===== src/rtl/diag_readout_port.sv =====
module diag_readout_port #(
  parameter int HOLD_CYC = 20
) (
  input  logic        clk,
  input  logic        rst_n,
  input  logic        oe_is_input,
  input  logic        oe_pin,
  input  logic [1:0]  lvl_in5,
  input  logic [1:0]  lvl_q0,
  input  logic [1:0]  sel_hi,
  input  logic [1:0]  sel_mid,
  input  logic [1:0]  sel_lo,
  input  logic [15:0] state_bits,
  input  logic [1:0]  carry_bits,
  output logic        diag_active,
  output logic        core_freeze,
  output logic        readout,
  output logic        sel_err
);
  localparam int CW = $clog2(HOLD_CYC + 1);
  localparam logic [CW-1:0] HOLD = CW'(HOLD_CYC);

  typedef enum logic [1:0] {S_IDLE, S_PRE, S_OE, S_ACT} st_t;

  st_t           st;
  logic [CW-1:0] cnt;
  logic          q0_xh, in5_xh, held;

  assign q0_xh  = lvl_q0[1];
  assign in5_xh = lvl_in5[1];
  assign held   = (cnt >= HOLD);

  always_ff @(posedge clk) begin
    if (!rst_n) begin
      st  <= S_IDLE;
      cnt <= '0;
    end else begin
      case (st)
        S_IDLE: begin
          cnt <= CW'(1);
          if (oe_is_input) begin
            if (in5_xh && !oe_pin && !q0_xh) st <= S_PRE;
          end else if (oe_pin && !q0_xh) begin
            st <= S_OE;
          end
        end
        S_PRE: begin
          if (!in5_xh || q0_xh) begin
            st <= S_IDLE;
          end else if (oe_pin) begin
            st  <= held ? S_OE : S_IDLE;
            cnt <= CW'(1);
          end else if (!held) begin
            cnt <= cnt + 1'b1;
          end
        end
        S_OE: begin
          if (!oe_pin) begin
            st <= S_IDLE;
          end else if (q0_xh) begin
            st <= held ? S_ACT : S_IDLE;
          end else if (!held) begin
            cnt <= cnt + 1'b1;
          end
        end
        default: begin
          if (!q0_xh || !oe_pin) st <= S_IDLE;
        end
      endcase
    end
  end

  function automatic logic [4:0] tern(input logic [1:0] l);
    return l[1] ? 5'd2 : (l[0] ? 5'd1 : 5'd0);
  endfunction

  logic [4:0] idx;
  logic       bad_sel, pick;

  assign idx     = 5'd9 * tern(sel_hi) + 5'd3 * tern(sel_mid) + tern(sel_lo);
  assign bad_sel = sel_hi[1];

  always_comb begin
    case (idx)
      5'd0:    pick = carry_bits[1];
      5'd1:    pick = state_bits[15];
      5'd2:    pick = carry_bits[0];
      5'd3:    pick = state_bits[14];
      default: pick = (idx <= 5'd17) ? state_bits[4'(idx - 5'd4)] : 1'b0;
    endcase
  end

  assign diag_active = (st == S_ACT);
  assign core_freeze = diag_active;
  assign sel_err     = diag_active & bad_sel;
  assign readout     = diag_active & ~bad_sel & pick;
endmodule



===== config.mk =====
export PLATFORM = sky130hd
export DESIGN_NAME = diag_readout_port
export DESIGN_NICKNAME = d
export VERILOG_FILES = /design/src/rtl/diag_readout_port.sv
export SDC_FILE = /design/constraint.sdc
export NUM_CORES = 1
export LEC_CHECK = 0
export BUFFER_PORTS_ARGS = -buffer_cell sky130_fd_sc_hd__buf_4
export CAP_MARGIN = 20
export CORE_ASPECT_RATIO = 0.7
export CORE_MARGIN = 2
export CORE_UTILIZATION = 35
export CTS_CLUSTER_SIZE = 40
export DETAILED_ROUTE_END_ITERATION = 8
export PLACE_DENSITY = 0.7
export SETUP_SLACK_MARGIN = 0.02
export SKIP_LAST_GASP = 1
export SYNTH_ARGS = -nofsm -noshare
export SYNTH_HDL_FRONTEND = slang
export SYNTH_SLANG_ARGS = --single-unit

===== constraint.sdc =====
create_clock -name clk -period 8.85 [get_ports clk]
set_clock_uncertainty 0.15 [all_clocks]
set_input_delay 1.77 -clock clk [delete_from_list [all_inputs] [get_ports clk]]
set_output_delay 1.77 -clock clk [all_outputs]
set_load 0.01 [all_outputs]

# ---- Word-level counts from Yosys, hierarchy flattened
# Cells that the tools add are included.
dict set report word_totals {
  regBits 7
  word_cells 69
}
dict set report op_classes {
  n_mul 2
  n_bitwise 4
  order_cmp 3
  n_eq_ne 13
  reduce_logical 14
  n_addsub 4
  mux 27
}
# operator count
set op_table {}
lappend op_table {{2-to-1 mux 2 bit} 13}
lappend op_table {{2-to-1 mux 5 bit} 5}
lappend op_table {{one-hot mux 5 bit (3 select lines)} 1}
lappend op_table {{!= test 3 bit (second input constant)} 4}
lappend op_table {{== test 5 x 2 -> 1 bit (second input constant)} 2}
lappend op_table {{!= test 2 bit (second input constant)} 3}
lappend op_table {{one-hot mux 2 bit (3 select lines)} 1}
lappend op_table {{adder 5 x 1 -> 5 bit (second input constant)} 1}
lappend op_table {{adder 5 x 2 -> 5 bit} 1}
lappend op_table {{adder 5 x 4 -> 5 bit} 1}
lappend op_table {{== test 5 x 1 -> 1 bit (second input constant)} 1}
lappend op_table {{>= comparator 5 bit (second input constant)} 1}
lappend op_table {{less-or-equal comparator 5 bit (second input constant)} 1}
lappend op_table {{zero test 5 bit} 1}
lappend op_table {{less-than comparator 4 x 5 -> 1 bit (second input constant)} 1}
lappend op_table {{multiplier 4 x 2 -> 5 bit (first input constant)} 1}
lappend op_table {{2-to-1 mux 1 bit} 5}
lappend op_table {{AND reduction 5 bit} 1}
lappend op_table {{binary-select mux 1 bit (select 4 bit)} 1}
lappend op_table {{== test 2 bit (second input constant)} 2}
lappend op_table {{multiplier 2 x 2 -> 4 bit (first input constant)} 1}
lappend op_table {{one-hot mux 1 bit (4 select lines)} 1}
lappend op_table {{AND reduction 4 bit} 1}
lappend op_table {{nonzero test 4 bit} 1}
lappend op_table {{9 further kinds} 16}

# ---- Logic depth before layout (Yosys ltp)
# Gate-level depths: netlist of the first run.
dict set report depth {
  word_depth 11
  ltp_mapped 13
}

# ---- Worst setup path after synthesis of the first run
# OpenSTA, ideal clock, no wires.
dict set report synth_timing {
  path_kind {input to output}
  start {input port sel_mid[1]}
  end {output port readout}
  path_buffers 0
  arrival_ns 4.619
  path_slack_ns 2.311
  path_stages 13
  cell_sequence {nand2b_1 fa_1 inv_1 fa_1 inv_1 fa_1 xor2_2 ha_1 and2_1 mux4_2 nand3_1 and4_1 a2111oi_2}
}
dict set report synth_between {
  elab_chain_cells 10
  elab_cells_between_ends 15
}
# item line_no
set synth_lines {}
lappend synth_lines {{from (decl)} 11} ;# input logic [1:0] sel_mid,
lappend synth_lines {{2-to-1 mux 2 bit (*)} 74} ;# return l[1] ? 5'd2 : (l[0] ? 5'd1 : 5'd0);
lappend synth_lines {{multiplier 2 x 2 -> 4 bit (*)} 80} ;# assign idx = 5'd9 * tern(sel_hi) + 5'd3 * tern(sel_mid) + tern(sel_lo);
lappend synth_lines {{adder 5 x 4 -> 5 bit (*)} 80}
lappend synth_lines {{adder 5 x 2 -> 5 bit (*)} 80}
lappend synth_lines {{subtractor 4 x 3 -> 4 bit} 89} ;# default: pick = (idx <= 5'd17) ? state_bits[4'(idx - 5'd4)] : 1'b0;
lappend synth_lines {{binary-select mux 1 bit (select 4 bit)} 89}
lappend synth_lines {{2-to-1 mux 1 bit (not written as such)} 89}
lappend synth_lines {{2-to-1 mux 1 bit} 89}
lappend synth_lines {{one-hot mux 1 bit (4 select lines) (*)} 84} ;# case (idx)
lappend synth_lines {{AND 1 bit (*)} 96} ;# assign readout = diag_active & ~bad_sel & pick;
lappend synth_lines {{to (decl)} 17} ;# output logic readout,
# Every way passes the cells marked *; elsewhere a longest branch is shown, timed or not. The select of a mux whose other input is x is not followed.

# ---- Worst setup path after layout of the first run
dict set report layout_timing {
  start {input port sel_hi[1]}
  end {output port readout}
}
dict set report layout_between {
  elab_chain_cells 10
  elab_cells_between_ends 17
}
# item line_no
set layout_lines {}
lappend layout_lines {{from (decl)} 10} ;# input logic [1:0] sel_hi,
lappend layout_lines {{2-to-1 mux 2 bit} 74}
lappend layout_lines {{multiplier 4 x 2 -> 5 bit} 80}
lappend layout_lines {{adder 5 x 4 -> 5 bit} 80}
lappend layout_lines {{adder 5 x 2 -> 5 bit} 80}
lappend layout_lines {{subtractor 4 x 3 -> 4 bit} 89}
lappend layout_lines {{binary-select mux 1 bit (select 4 bit)} 89}
lappend layout_lines {{2-to-1 mux 1 bit (not written as such)} 89}
lappend layout_lines {{2-to-1 mux 1 bit} 89}
lappend layout_lines {{one-hot mux 1 bit (4 select lines)} 84}
lappend layout_lines {{AND 1 bit (*)} 96}
# Marks and branches as above.

==> flow_metrics.tcl, run 1 <==
set metrics [dict create \
    htree_levels 1 \
    first_pass_iters 4 \
    power.leakage_nw 0.6010 \
    async_flop_share_pct 0 \
    die_area_sq_um 3361 \
    antenna_found_initial 0 \
    synth_area_leader_cell "dfxtp_1" \
    r2r_start "st[1]" \
    p_seq_share_pct 20.7 \
    ys_ff_latch 7 \
    fin_crit_sh_pct 78.53 \
    ant_nets 0 \
    critical_path_arrival_ns 5.03 \
    first_iter_violations 52 \
    ys_types 41 \
    synthCells 122 \
    area_growth_pct 31.12 \
    regArea_sq_um 140.1 \
    slew_viol_final 0 \
    die_y_um 49.11 \
    crit_chain "buf_4 -> nand2b_1 -> fa_1 -> inv_1 -> fa_1 -> inv_1 -> fa_1 -> xor2_2 -> ha_1 -> and2_1 -> mux4_2 -> nand3_1 -> and4_1 -> a2111oi_2 -> buf_4" \
    wl_per_cell_um 12.44 \
    fin_tns_setup_ns 0 \
    boundaryPins 36 \
    worst_path_max_delay_cell "fa_1" \
    vias 1008 \
    clock_path_buffers 2 \
    die_w_um 68.44 \
    cts_resized 0 \
    yosysMostFrequentCell "inv_1" \
    grt_util_met1_pct 22.96 \
    switchingPower_mw 0.06855 \
    dpl_worst_slack_ns 1.883 \
    synth_area_leaders "dfxtp_1 (14%), ha_1 (14%), mux4_2 (8.9%)" \
    post-cts-setup-buffers 0 \
    gp_congestion 0.8237 \
    synth_edf_count 0 \
    hpwl_um 1970 \
    cts_inserted_buffers 3 \
    synthFlopType "dfxtp_1" \
    cts_root_buffer "clkbuf_8" \
    path_clk_slew_ns 0.04 \
    cp_max_fo 7 \
    hold_viol 0 \
    grt_overflow 0 \
    clock_latency_ns 0.23 \
    grt_max_degree 9 \
    multi_input_area_sq_um 788.3 \
    drc 0 \
    hold_depth 2 \
    fp-row-count 16 \
    drive_gt1_share_pct 28.39 \
    nets 202 \
    critPathMaxStageDelay_ns 0.48 \
    total_power_mw 0.1850 \
    grt_use_met3_pct 4.388 \
    grt_pass1_vias 948 \
    globalRoute.busiestLayer "met2" \
    syn_area_sq_um 1017 \
    worstSetupStartpointType "input port" \
    worstSetupPathType "in -> out" \
    hold_path.class "reg -> reg" \
    netSwitchingFraction_pct 37.05 \
    r2r_slack_ns 6.78 \
    setup_viol 0 \
    seq_area_frac_synth_pct 13.78 \
    internal-power_mw 0.1165 \
    irDropWorstVdd_uv 69.47 \
    io_buffers 33 \
    max_cap_viol_count 0 \
    min_delay_worst_endpoint "st[0]" \
    totalWireLength_um 2376 \
    antenna_cells 0 \
    fillers 268 \
    crit_path_end_kind "output port" \
    coreArea_sq_um 2783 \
    required_ns 6.93 \
    met2_usage_pct 24.04 \
    dpl.cell_count 187 \
    grtUsageTotal_pct 16.21 \
    ys_top_cells_by_count "inv_1 (18), ha_1 (11), dfxtp_1 (7), nand2_1 (7), nor2_1 (6)" \
    run_status "completed" \
    grt_pass1_wl_um 4153 \
    p_clk_share_pct 25.2 \
    tightest_slew_ns 0.5887 \
    synth_top_cell_area_share_pct 13.78 \
    cts_hold_buf 0 \
    min_from "st[0]" \
    start_util_pct 36.56 \
    period_minus_slack_ns 6.950 \
    vias_per_cell 5.277 \
    p_comb_share_pct 54.2 \
    cts_sinks 7 \
    yosys_warnings 0 \
    stdcell_count 191 \
    fmax_mhz 143.9 \
    cellPowerDensity_nw_per_um2 138.7 \
    rsz0062_at_grt "no" \
    syn_area_per_cell_sq_um 8.338 \
    cts_tree "built" \
    rr_worst_depth 6 \
    cp_common_cell "fa_1" \
    synth_nets 168 \
    setup_ws_ns 1.900 \
    relSlewSlack_pct 60.34 \
    r2r-end "cnt[2]" \
]
[final cells by class]
type / count / share of cell area (%)
Multi-Input combinational cell: 93 / 59.10
Inverter: 18 / 5.066
Sequential cell: 7 / 10.51
Tap cell: 36 / 3.377
Timing Repair Buffer: 33 / 18.57
Clock buffer: 4 / 3.377
[critical path: cells and delay by family]
family,cells,cell delay (ns)
AO/OA/AOI/OAI,1,0.33
adder cells (fa/ha/maj),4,1.42
AND/OR/NAND/NOR,4,0.59
XOR/XNOR,1,0.26
multiplexers,1,0.22
buffers and inverters,4,0.45
[power groups by stage]
stage / Clock (mW) / Sequential [mW] / Combinational (mW)
floorplan: 0 / 0.0377 / 0.0739
global placement: 0 / 0.0382 / 0.0968
detailed placement: 0 / 0.0386 / 0.100
CTS: 0.0483 / 0.0382 / 0.101
global route: 0.0498 / 0.0386 / 0.113
finish: 0.0466 / 0.0382 / 0.100
[stage by stage]
| stage | util, % | hold slack, ns | cell area [sq um] |
|---|---|---|---|
| 2_1_floorplan | - | 0.3239 | 1017 |
| 3_3_place_gp | 46.31 | 0.3363 | 1289 |
| 3_5_place_dp | 46.31 | 0.3452 | 1289 |
| 4_1_cts | 47.93 | 0.3511 | 1334 |
| 5_1_grt | 47.93 | 0.3746 | 1334 |
| 6_report | 47.93 | 0.3500 | 1334 |
[registers in the layout, indices dropped and copies added, names as in the netlist]
signal and count:
cnt 5, st 2
[worst max-delay path by stage]
stage / start / to / slack (ns) / cells after the start
floorplan: sel_mid[1] / readout / 2.31 / 13
global placement: sel_hi[1] / readout / 1.93 / 15
detailed placement: sel_hi[1] / readout / 1.88 / 15
CTS: sel_hi[1] / readout / 1.88 / 15
global route: sel_hi[1] / readout / 1.70 / 15
finish: sel_hi[1] / readout / 1.90 / 15
[per-layer routing]
layer  vias to the layer above  part of all wire (%)
li1                        496                     -
met1                       467                    46
met3                         2                   7.4
met4                         0                  0.42
met5                         -                     0
met2                        43                    46
[logic make-up (layout without fill, tap and decap cells)]
group                      after synthesis  after routing  share of synthesized area (%)
adders and majority gates               14             14                          19.43
DFF                                      7              7                          13.78
and+or+nand+nor                         41             41                          22.39
muxes                                    7              7                          11.81
buffers and inverters                   22             55                          8.733
xor gates and xnor gates                 5              5                          5.044
AOI/OAI and AO/OA                       26             26                          18.82
[layout by cell type, fill, tap and decap left out, types with 2 or more instances in the layout]
| cell | instances |
|---|---|
| nand3_1 | 5 |
| nor4_1 | 2 |
| ha_1 | 11 |
| mux4_2 | 4 |
| nor2b_1 | 4 |
| dfxtp_1 | 7 |
| nor2_1 | 6 |
| a21oi_1 | 4 |
| and2_1 | 3 |
| a32oi_1 | 2 |
| xor2_1 | 3 |
| a21boi_0 | 2 |
| nand2b_1 | 5 |
| a31oi_1 | 3 |
| clkbuf_8 | 3 |
| o211ai_1 | 2 |
| inv_1 | 18 |
| nand2_1 | 7 |
| nand3b_1 | 2 |
| nor4b_1 | 2 |
| mux2i_1 | 3 |
| fa_1 | 3 |
| o21ai_0 | 4 |
| buf_4 | 33 |
No activity file was read; power rests on OpenSTA's default activity.
==> inputs of run 2 (changes only) <==
--- a/config.mk
+++ b/config.mk
@@ -12,7 +12,7 @@
 export CORE_UTILIZATION = 35
 export CTS_CLUSTER_SIZE = 40
 export DETAILED_ROUTE_END_ITERATION = 8
-export PLACE_DENSITY = 0.7
+export PLACE_DENSITY = 0.72
 export SETUP_SLACK_MARGIN = 0.02
 export SKIP_LAST_GASP = 1
 export SYNTH_ARGS = -nofsm -noshare
==> constraint.sdc (replaced) <==
create_clock -name clk -period 5.6 [get_ports clk]
set_clock_uncertainty 0.15 [all_clocks]
set_input_delay 1.12 -clock clk [delete_from_list [all_inputs] [get_ports clk]]
set_output_delay 1.12 -clock clk [all_outputs]
set_load 0.01 [all_outputs]
==> run 2 against run 1 <==
Against the previous run:
- non-clock buffer count rose by 3
- sequential power rose by 58%
- routed wire length rose by 8.0%
- core utilization rose by 1.3 points
- total power rose by 62%
- combinational power rose by 69%
- first-iteration DRC count fell by 25%
- critical path type unchanged
- largest cell class unchanged
==> flow_metrics.tcl, run 2 (synthesized netlist as in run 1, its figures left out) <==
set metrics [dict create \
    grt_max_degree 9 \
    io_buffers 33 \
    multi_input_area_sq_um 802.0 \
    hold_viol 0 \
    cts_sinks 7 \
    antenna_cells 0 \
    final_cell_area_sq_um 1370 \
    area_growth_pct 34.69 \
    rr_worst_depth 6 \
    registers.top_by_ff_count "cnt" \
    hold_depth 2 \
    setup_ws_ns 0.1508 \
    largest_registers "cnt x5, st x2" \
    grt_pass1_vias 975 \
    r2r_slack_ns 3.49 \
    final_common_cell "buf_4" \
    ant_nets 0 \
    die_area_sq_um 3361 \
    die_y_um 49.11 \
    utilization_pct 49.24 \
    cts_resized 0 \
    clock_latency_ns 0.23 \
    hold_path.class "reg -> reg" \
    largest_reg_flops 5 \
    vias_per_cell 5.227 \
    post-cts-setup-buffers 0 \
    grtUsageTotal_pct 16.12 \
    die_w_um 68.44 \
    dpl.cell_count 190 \
    drive_gt1_share_pct 32.91 \
    cts_tree "built" \
    r2r-end "cnt[2]" \
    htree_levels 1 \
    cts_hold_buf 0 \
    irDropWorstVdd_uv 98.50 \
    boundaryPins 36 \
    slew_viol_final 0 \
    fin_tns_setup_ns 0 \
    tightest_slew_ns 0.6288 \
    dpl_worst_slack_ns 0.05923 \
    fin_crit_sh_pct 97.31 \
    fin_hold_ws_ns 0.3641 \
    critical_path_arrival_ns 4.18 \
    vias 1014 \
    placed_cell_area_sq_um 1311 \
    drc 0 \
    grt_use_met3_pct 3.002 \
    cts_root_buffer "clkbuf_8" \
    hpwl_um 2118 \
    clock_path_buffers 2 \
    grt_util_met1_pct 20.98 \
    gp_congestion 0.8058 \
    totalWireLength_um 2565 \
    crit_path_end "readout" \
    fp-row-count 16 \
    start_util_pct 36.56 \
    power.leakage_nw 0.6123 \
    stdcell_count 194 \
    path_clk_slew_ns 0.04 \
    coreArea_sq_um 2783 \
    fmax_mhz 183.5 \
    regArea_sq_um 140.1 \
    cellPowerDensity_nw_per_um2 218.8 \
    startpoint "sel_mid[1]" \
    globalRoute.busiestLayer "met2" \
    grt_overflow 0 \
    nets 205 \
    cp_max_fo 4 \
    required_ns 4.33 \
    first_pass_iters 4 \
    antenna_found_initial 0 \
    period_minus_slack_ns 5.449 \
    fillers 261 \
    setup_viol 0 \
    run_status "completed" \
    max_cap_viol_count 0 \
    worstSetupPathType "in -> out" \
    met2_usage_pct 27.56 \
    total_power_mw 0.2998 \
    cts_inserted_buffers 3 \
    grt_pass1_wl_um 4215 \
    most-common-layout-cells "buf_4 (36), inv_1 (17), ha_1 (10)" \
    worstSetupStartpointType "input port" \
    relSlewSlack_pct 57.64 \
    r2r_start "st[0]" \
    first_iter_violations 39 \
    wl_per_cell_um 13.22 \
    crit_path_end_kind "output port" \
]
run 2: worst min path at each step:
stage / startpoint / slack, ns / to
finish: st[1] / 0.36 / st[1]
global route: st[0] / 0.40 / st[0]
CTS: st[1] / 0.36 / st[1]
detailed placement: st[1] / 0.35 / st[1]
global placement: st[1] / 0.34 / st[1]
floorplan: st[1] / 0.32 / st[1]
run 2: cell type report:
cell class	instances	area share (%)
multi-input combinational	93	58.54
timing repair buffer	36	19.73
sequential	7	10.23
inverter	18	4.932
clock buffer	4	3.288
tap	36	3.288
run 2: worst max-delay path, stage by stage:
cell and delay (ns):
buf_4 0.11, nand2b_1 0.15, fa_1 0.50, inv_1 0.05, fa_2 0.37, inv_2 0.08
fa_2 0.26, xor2_2 0.19, ha_2 0.21, and2_1 0.12, mux4_2 0.22, nand3_1 0.11
and4_1 0.19, a2111oi_2 0.33, buf_4 0.18
run 2: power by group:
group | internal (mW) | total [mW] | switching, mW
registers | 0.0550 | 0.0602 | 0.00517
clock network | 0.0492 | 0.0708 | 0.0215
logic | 0.0873 | 0.169 | 0.0816
total | 0.192 | 0.300 | 0.108
run 2: routing by layer:
layer / vias to the layer above / routed length (um)
met5: - / 0
met1: 468 / 1091
met2: 35 / 1289
li1: 507 / -
met3: 4 / 163
met4: 0 / 21
==> inputs of run 3 (changes only) <==
--- a/config.mk
+++ b/config.mk
@@ -12,7 +12,7 @@
 export CORE_UTILIZATION = 35
 export CTS_CLUSTER_SIZE = 40
 export DETAILED_ROUTE_END_ITERATION = 8
-export PLACE_DENSITY = 0.72
+export PLACE_DENSITY = 0.7
 export SETUP_SLACK_MARGIN = 0.02
 export SKIP_LAST_GASP = 1
 export SYNTH_ARGS = -nofsm -noshare
==> constraint.sdc (replaced) <==
create_clock -name clk -period 6.25 [get_ports clk]
set_clock_uncertainty 0.15 [all_clocks]
set_input_delay 1.25 -clock clk [delete_from_list [all_inputs] [get_ports clk]]
set_output_delay 1.25 -clock clk [all_outputs]
set_load 0.01 [all_outputs]
==> run 3 against run 2 <==
Against the previous run:
- sequential share of layout area increased by 0.28 points
- highest routed layer unchanged
- total power shrank 13%
- hold slack worse by 0.0050 ns
- die area did not move
- core utilization down 1.3 points
- clock-buffer cell count did not move
- largest power group unchanged
- global-route usage decreased by 0.30 points
- first-iteration DRC count grew 31%
- non-clock buffer count down 3
- critical path depth stayed put
- register-to-register slack improved by 0.69 ns
==> flow_metrics.tcl, run 3 (synthesized netlist as in run 1, its figures left out) <==
set metrics [dict create \
    critPathMaxStageDelay_ns 0.49 \
    setup_ws_ns 0.3542 \
    r2r-end "cnt[2]" \
    vias 1013 \
    p_seq_share_pct 20.7 \
    power.leakage_nw 0.6010 \
    crit_chain "buf_4 -> nand2b_1 -> fa_1 -> inv_1 -> fa_1 -> inv_1 -> fa_1 -> xor2_2 -> ha_1 -> and2_1 -> mux4_2 -> nand3_1 -> and4_1 -> a2111oi_2 -> buf_4" \
    cp_common_cell "fa_1" \
    cts_tree "built" \
    slew_viol_final 0 \
    registers.top_by_ff_count "cnt" \
    htree_levels 1 \
    cts_resized 0 \
    netSwitchingFraction_pct 36.60 \
    min_from "st[1]" \
    post-cts-setup-buffers 0 \
    placed_cell_area_sq_um 1289 \
    coreArea_sq_um 2783 \
    grt_overflow 0 \
    first_iter_violations 51 \
    ant_nets 0 \
    total_power_mw 0.2601 \
    required_ns 4.85 \
    drive_gt1_share_pct 28.39 \
    hold_depth 2 \
    cts_hold_buf 0 \
    grt_pass1_vias 926 \
    cts_root_buffer "clkbuf_8" \
    largest_registers "cnt x5, st x2" \
    grt_pass1_wl_um 4029 \
    hpwl_um 1995 \
    period_minus_slack_ns 5.896 \
    nets 202 \
    internal-power_mw 0.1649 \
    worstSetupStartpointType "input port" \
    final_cell_area_sq_um 1334 \
    first_pass_iters 4 \
    switchingPower_mw 0.09520 \
    io_buffers 33 \
    wl_per_cell_um 12.58 \
    gp_congestion 0.8202 \
    die_w_um 68.44 \
    tightest_slew_ns 0.5810 \
    fin_tns_setup_ns 0 \
    hold_path.class "reg -> reg" \
    dpl_worst_slack_ns 0.3177 \
    totalWireLength_um 2403 \
    cts_sinks 7 \
    cpLargestDelayFamily "adder cells" \
    most-common-layout-cells "buf_4 (33), inv_1 (18), ha_1 (11)" \
    clock_path_buffers 2 \
    cellPowerDensity_nw_per_um2 195.0 \
    grtUsageTotal_pct 15.82 \
    die_y_um 49.11 \
    worstSetupPathType "in -> out" \
    r2r_slack_ns 4.18 \
    p_comb_share_pct 54.8 \
    relSlewSlack_pct 60.86 \
    grt_max_degree 9 \
    cp_num_buf_inv 4 \
    path_clk_slew_ns 0.04 \
    vias_per_cell 5.304 \
    clock_latency_ns 0.23 \
    run_status "completed" \
    die_area_sq_um 3361 \
    boundaryPins 36 \
    setup_viol 0 \
    fin_crit_sh_pct 94.33 \
    irDropWorstVdd_uv 92.33 \
    rsz0062_at_grt "no" \
    start_util_pct 36.56 \
    fp-row-count 16 \
    p_clk_share_pct 24.5 \
    hold_viol 0 \
    min_delay_worst_endpoint "st[1]" \
    max_cap_viol_count 0 \
    final_common_cell "buf_4" \
    rr_worst_depth 6 \
    cp.depth 15 \
    worst_path_max_delay_cell "fa_1" \
    cts_inserted_buffers 3 \
    critical_path_arrival_ns 4.50 \
    cp_max_fo 7 \
    drc 0 \
    antenna_cells 0 \
    area_growth_pct 31.12 \
    crit_path_end_kind "output port" \
    r2r_start "st[0]" \
    antenna_found_initial 0 \
    largest_reg_flops 5 \
    fmax_mhz 169.6 \
]
[run 3: power groups by stage]
stage / Sequential (mW) / Clock [mW] / Combinational, mW
6_report: 0.0538 / 0.0637 / 0.143
5_1_grt: 0.0543 / 0.0683 / 0.159
4_1_cts: 0.0537 / 0.0654 / 0.143
3_5_place_dp: 0.0544 / 0 / 0.142
3_3_place_gp: 0.0541 / 0 / 0.137
2_1_floorplan: 0.0534 / 0 / 0.105
[run 3: area by class of cell]
type	count	area, sq um
inverters	18	67.56
flip-flops and latches	7	140.1
clock buffers	4	45.04
multi-input cells	93	788.3
well taps	36	45.04
repair buffers	33	247.7
fillers	269	1449
[run 3: stage by stage]
step,hold slack [ns],util (%),std cells
floorplan,0.3239,-,122
global placement,0.3366,46.31,187
detailed placement,0.3542,46.31,187
CTS,0.3606,47.93,191
global route,0.3759,47.93,191
finish,0.3592,47.93,191
[run 3: how the worst max path moves through the flow]
stage / slack (ns) / from / endpoint
floorplan: 0.75 / sel_mid[1] / readout
finish: 0.35 / sel_hi[1] / readout
global placement: 0.37 / sel_hi[1] / readout
CTS: 0.32 / sel_hi[1] / readout
global route: 0.13 / sel_hi[1] / readout
detailed placement: 0.32 / sel_hi[1] / readout
[run 3: layer usage]
layer / track usage (%) / vias up / wire length (um) / part of all wire, %
met5: 0 / - / 0 / 0
met4: 7.000 / 0 / 44 / 1.8
met3: 2.079 / 4 / 188 / 7.8
met2: 24.20 / 43 / 1097 / 46
met1: 21.92 / 467 / 1072 / 45
li1: - / 499 / - / -
[run 3: worst min-delay path, stage by stage (launching register included)]
cell and delay [ns]:
dfxtp_1 0.33, nand2_1 0.06, a21boi_0 0.06
